**config.mk**
```make
export PLATFORM = sky130hd
export DESIGN_NAME = pme_wake_gen
export DESIGN_NICKNAME = d
export VERILOG_FILES = /design/src/rtl/pme_pkg.sv /design/src/rtl/pme_rst_sync.sv /design/src/rtl/pme_cfg_reg.sv /design/src/rtl/pme_trigger.sv /design/src/rtl/pme_assert_ctl.sv /design/src/rtl/pme_pad_drive.sv /design/src/rtl/pme_wake_gen.sv
export SDC_FILE = /design/constraint.sdc
export NUM_CORES = 1
export LEC_CHECK = 0
export ABC_AREA = 0
export BUFFER_PORTS_ARGS = -buffer_cell sky130_fd_sc_hd__buf_2
export CORE_UTILIZATION = 45
export CTS_BUF_LIST = sky130_fd_sc_hd__clkbuf_2
export DETAILED_ROUTE_END_ITERATION = 8
export PLACE_DENSITY = 0.63
export SYNTH_ARGS = -nofsm -noshare
export SYNTH_HDL_FRONTEND = slang
export SYNTH_SLANG_ARGS = --single-unit
```
**constraint.sdc**
```tcl
create_clock -name clk -period 1.62 [get_ports clk]
set_input_delay 0.324 -clock clk [delete_from_list [all_inputs] [get_ports clk]]
set_output_delay 0.324 -clock clk [all_outputs]
set_load 0.005 [all_outputs]
```
**src/rtl/pme_pkg.sv**
```systemverilog
package pme_pkg;

  // Upper six bits of the flag byte, most significant first.
  typedef struct packed {
    logic en;        // bit 7: master enable
    logic pulse;     // bit 6: 0 level, 1 pulse
    logic long_len;  // bit 5: 0 short pulse, 1 long pulse
    logic pol;       // bit 4: 0 active low, 1 active high
    logic pp;        // bit 3: 0 single-sided, 1 push-pull
    logic link;      // bit 2: 0 WOL sources, 1 link-up only
  } pme_cfg_t;

  localparam int NUM_WOL = 3;

  function automatic int short_cycles(input int hz);
    return (hz / 2000) * 3;
  endfunction

  function automatic int long_cycles(input int hz);
    return (hz / 20) * 3;
  endfunction

endpackage

```
**src/rtl/pme_rst_sync.sv**
```systemverilog
module pme_rst_sync #(
  parameter int STAGES = 2
) (
  input  logic clk,
  input  logic rst_n,
  output logic rst_sync_n
);

  logic [STAGES-1:0] sr_q;

  always_ff @(posedge clk or negedge rst_n) begin
    if (!rst_n) sr_q <= '0;
    else        sr_q <= {sr_q[STAGES-2:0], 1'b1};
  end

  assign rst_sync_n = sr_q[STAGES-1];

endmodule

```
**src/rtl/pme_cfg_reg.sv**
```systemverilog
module pme_cfg_reg
  import pme_pkg::*;
(
  input  logic     clk,
  input  logic     rst_n,
  input  logic     wr_en,
  input  logic [5:0] wr_data,
  output pme_cfg_t cfg
);

  pme_cfg_t cfg_n;

  always_comb begin
    cfg_n = cfg;
    if (wr_en) cfg_n = pme_cfg_t'(wr_data);
  end

  always_ff @(posedge clk or negedge rst_n) begin
    if (!rst_n) cfg <= '0;
    else        cfg <= cfg_n;
  end

endmodule

```
**src/rtl/pme_trigger.sv**
```systemverilog
module pme_trigger
  import pme_pkg::*;
(
  input  pme_cfg_t           cfg,
  input  logic [NUM_WOL-1:0] mask,
  input  logic               ev_magic,
  input  logic               ev_addr_match,
  input  logic               ev_link_up,
  input  logic               ev_wake_pin,
  output logic               trig
);

  logic [NUM_WOL-1:0] wol_ev;
  logic [NUM_WOL-1:0] wol_hit;

  assign wol_ev = {ev_wake_pin, ev_addr_match, ev_magic};

  for (genvar g = 0; g < NUM_WOL; g++) begin : g_gate
    assign wol_hit[g] = wol_ev[g] & mask[g];
  end

  always_comb begin
    trig = 1'b0;
    if (cfg.en) begin
      if (cfg.link) trig = ev_link_up;
      else          trig = |wol_hit;
    end
  end

endmodule

```
**src/rtl/pme_assert_ctl.sv**
```systemverilog
module pme_assert_ctl
  import pme_pkg::*;
#(
  parameter int SHORT_CYC = 30,
  parameter int LONG_CYC  = 3000,
  localparam int CNT_W    = $clog2(LONG_CYC + 1)
) (
  input  logic     clk,
  input  logic     rst_n,
  input  pme_cfg_t cfg,
  input  logic     clr,
  input  logic     trig,
  input  logic     ack,
  output logic     active
);

  localparam logic [CNT_W-1:0] SHORT_LD = CNT_W'(SHORT_CYC - 1);
  localparam logic [CNT_W-1:0] LONG_LD  = CNT_W'(LONG_CYC - 1);

  logic             act_q, act_n;
  logic [CNT_W-1:0] cnt_q, cnt_n;

  always_comb begin
    act_n = act_q;
    cnt_n = cnt_q;
    if (clr) begin
      act_n = 1'b0;
      cnt_n = '0;
    end else if (cfg.pulse) begin
      if (act_q) begin
        if (cnt_q == '0) act_n = 1'b0;
        else             cnt_n = cnt_q - 1'b1;
      end else if (trig) begin
        act_n = 1'b1;
        cnt_n = cfg.long_len ? LONG_LD : SHORT_LD;
      end
    end else begin
      if (trig)     act_n = 1'b1;
      else if (ack) act_n = 1'b0;
    end
  end

  always_ff @(posedge clk or negedge rst_n) begin
    if (!rst_n) begin
      act_q <= 1'b0;
      cnt_q <= '0;
    end else begin
      act_q <= act_n;
      cnt_q <= cnt_n;
    end
  end

  assign active = act_q;

endmodule

```
**src/rtl/pme_pad_drive.sv**
```systemverilog
module pme_pad_drive
  import pme_pkg::*;
(
  input  pme_cfg_t cfg,
  input  logic     active,
  output logic     pin,
  output logic     oe
);

  always_comb begin
    pin = 1'b0;
    oe  = 1'b0;
    if (cfg.en) begin
      if (cfg.pp) begin
        oe  = 1'b1;
        pin = active ? cfg.pol : ~cfg.pol;
      end else begin
        oe  = active;
        pin = cfg.pol;
      end
    end
  end

endmodule

```
**src/rtl/pme_wake_gen.sv**
```systemverilog
module pme_wake_gen
  import pme_pkg::*;
#(
  parameter int CLK_HZ = 200_000_000
) (
  input  logic       clk,
  input  logic       rst_n,
  input  logic       cfg_wr,
  input  logic [5:0] cfg_flags,
  input  logic [2:0] wol_mask,
  input  logic       ev_magic,
  input  logic       ev_addr_match,
  input  logic       ev_link_up,
  input  logic       ev_wake_pin,
  input  logic       ack,
  output logic       pme_out,
  output logic       pme_oe
);

  localparam int SHORT_CYC = short_cycles(CLK_HZ);
  localparam int LONG_CYC  = long_cycles(CLK_HZ);

  logic     rst_sync_n;
  pme_cfg_t cfg_q;
  logic     trig;
  logic     active;
  logic     clr;

  pme_rst_sync #(.STAGES(2)) u_rst (
    .clk        (clk),
    .rst_n      (rst_n),
    .rst_sync_n (rst_sync_n)
  );

  pme_cfg_reg u_cfg (
    .clk     (clk),
    .rst_n   (rst_sync_n),
    .wr_en   (cfg_wr),
    .wr_data (cfg_flags),
    .cfg     (cfg_q)
  );

  pme_trigger u_trig (
    .cfg           (cfg_q),
    .mask          (wol_mask),
    .ev_magic      (ev_magic),
    .ev_addr_match (ev_addr_match),
    .ev_link_up    (ev_link_up),
    .ev_wake_pin   (ev_wake_pin),
    .trig          (trig)
  );

  assign clr = cfg_wr | ~cfg_q.en;

  pme_assert_ctl #(
    .SHORT_CYC (SHORT_CYC),
    .LONG_CYC  (LONG_CYC)
  ) u_ctl (
    .clk    (clk),
    .rst_n  (rst_sync_n),
    .cfg    (cfg_q),
    .clr    (clr),
    .trig   (trig),
    .ack    (ack),
    .active (active)
  );

  pme_pad_drive u_pad (
    .cfg    (cfg_q),
    .active (active),
    .pin    (pme_out),
    .oe     (pme_oe)
  );

endmodule

```
==> reports/results.txt <==
I/O Pins: 19
clk buf depth: 2
number of diodes: 0
static leakage: 1.64 nW
First DRT Iteration DRCs: 277
area delta synth->final: 65.6%
Reg2Reg Launch Point: u_ctl.cnt_q[20]
CP Class: reg -> reg
clk slew on worst S/H paths: 170 ps
root buf cell: clkbuf_2
layout cell share with drive strength beyond 1: 55.1%
worst r2r dst: u_ctl.cnt_q[22]
worst clock skew: 17.5 ps
failing checks: setup timing
row count: 24
Layout Cells excl Fill: 404
Slew Viols, Final: 0
Worst EP arrival: 2460 ps
initial antenna violation count: 0
leading cell types in the layout, fill and taps excluded: 76 x buf_4, 34 x dfrtp_1, 22 x nand2_1, 18 x buf_2, 17 x buf_6
vias in the first global route: 2426
placed insts: 371
Global Route Usage Sum: 29.5%
Tightest Hold Check Type: reg -> async
Core Footprint: 4470 um^2
R2R depth: 5
Mapped Cells: 242
async set or reset register ratio after synthesis: 100%
Initial Utilization: 48.4%
overall routed net length: 8270 um
Pwr per Cell Area: 652 nW/um^2
cts bufs inserted: 5
worst path required time: 1980 ps
Netlist Area Pre-Place: 2160 um^2
most common cell after layout, fill and taps aside: buf_4
maxcap violations: 0
Nets: 370
routed len/inst: 20.5 um
Final setup viols: 28
status: complete, but fails checks
Synth Area per Inst: 8.94 um^2
Vias/cell: 6.54
crit-path max FO: 3
register area share after synthesis: 39.3%
DIE AREA: 5090 um^2
Max Freq: 0.476 GHz
GP Congestion: 0.921
HPWL after detailed placement: 4830 um
Final WS setup: -480 ps
setup tns final: -8690 ps
Worst setup EP type: flop
htree depth: 2
number of synthesized register bits: 34
Power, Total: 0.00234 W
TritonCTS sink count: 34
via total after detailed routing: 2644
final core utilization: 80.1%
die span in y: 71.3 um
Buffers on Ports: 18
post-layout minimum cycle time: 2100 ps
first-pass GRT wire length: 11600 um
RSZ-0062 raised after global routing: true
Antenna Nets Post-Route: 0
Startpoint Class: flop
Worst Setup Slack post-DPL: -360 ps
Top FF cell, synth: dfrtp_1
Synthesis Warnings: 0
final hold vios: 0
number of remaining DRC errors: 0
reg2reg setup slack: -480 ps
largest net degree at the start of global routing: 19
First-pass DRT Iterations: 5
Post-synth EDFFs: 0
FILL cells: 273
worst skew pair latency: 410 ps
Die Span X: 71.3 um
CTS tree: built
peak supply drop: 0.000476 V
gr ovfl total: 0
final cycle utilization of the critical path: 130%
Cell variety after synth: 62
Post-Syn Nets: 261
==> cell families after synthesis <==
kind of cell | Yosys count | synth area share [%]
flops | 34 | 39.3
fa+ha+maj | 2 | 1.16
compound gates | 70 | 23.7
simple gates | 105 | 27.9
mux | 4 | 2.02
xor+xnor | 1 | 0.405
buf+inv | 25 | 5.32
other cells | 1 | 0.173
==> cells in the mapped netlist, types with 2 or more instances <==
library cell	instances	area share, %
a311oi_1	4	1.6
o2111ai_1	2	0.81
nand3_1	11	2.5
a21o_1	3	1.0
o211ai_1	4	1.4
a32o_1	2	0.93
nor3_1	13	3.0
clkbuf_1	9	1.6
a211oi_1	2	0.69
o32ai_1	5	2.0
nor4_1	4	1.2
o22ai_1	4	1.2
ha_1	2	1.2
nand4_2	2	1.2
nand4_1	5	1.4
o21ai_0	13	3.0
buf_2	2	0.46
nor2_1	22	3.8
dfrtp_1	34	39
or3_1	4	1.2
mux2_2	3	1.6
o41ai_1	3	1.2
or4_1	5	1.7
a21oi_1	11	2.5
o31ai_1	2	0.69
nor3_2	3	1.4
nand2_1	23	4.0
buf_6	2	1.0
inv_1	10	1.7
==> metrics by stage <==
stage | area, um^2 | hold WS (ps)
global placement | 2840 | 43.8
floorplan | 2200 | 28.4
finish | 3580 | 60.4
global route | 3580 | 79.2
detailed placement | 2840 | 50.1
CTS | 3130 | 63.8
==> power breakdown <==
part,switching (W),internal [W]
Combinational,0.000500,0.000521
Sequential,0.0000334,0.000879
Clock,0.000312,0.0000920
==> routing by layer <==
layer	up-vias	share of wire, %	global-route usage, %
li1	1148	-	-
met1	1301	39	38.1
met2	151	50	49.1
met3	44	6.5	5.20
met4	0	4.7	12.4
met5	-	0	0
==> layout make-up <==
type	count	area [um^2]	share of cell area, %
repair buffers	117	967	27.0
clock buffers	5	25.0	0.698
well taps	52	65.1	1.82
clock inverters	3	11.3	0.314
inverters	10	37.5	1.05
multi-input cells	183	1630	45.4
flip-flops and latches	34	851	23.7
==> how the worst max path moves through the flow <==
stage	start	endpoint	slack (ps)	depth (start not counted)
floorplan	u_ctl.cnt_q[18]	u_ctl.cnt_q[23]	-280	6
global placement	u_ctl.cnt_q[19]	u_ctl.cnt_q[18]	-310	6
CTS	u_ctl.cnt_q[1]	u_ctl.cnt_q[18]	-320	8
global route	u_ctl.cnt_q[0]	u_ctl.cnt_q[22]	-540	9
detailed placement	u_ctl.cnt_q[1]	u_ctl.cnt_q[22]	-360	8
finish	u_ctl.cnt_q[20]	u_ctl.cnt_q[22]	-480	5
==> registers in the layout, indices dropped and copies added, names as in the netlist <==
signal / cells
u_ctl.cnt_q: 25
u_cfg.cfg: 6
u_ctl.active: 1
u_rst.sr_q: 2
==> worst max-delay path, stage by stage, from the launching register on <==
cell and delay, ps:
dfrtp_1 460, or4_4 570, or3_4 410, o31ai_1 360, o211ai_1 180, nand2_1 90
==> repair_timing <==
item,in CTS,in global routing
hold endpoints to repair,2,0
setup buffers,4,21
pin swaps,18,36
gates cloned,0,1
setup endpoints to repair,27,28
hold buffers,1,0
resized for setup,51,54
Power figures use the tool's default switching activity.
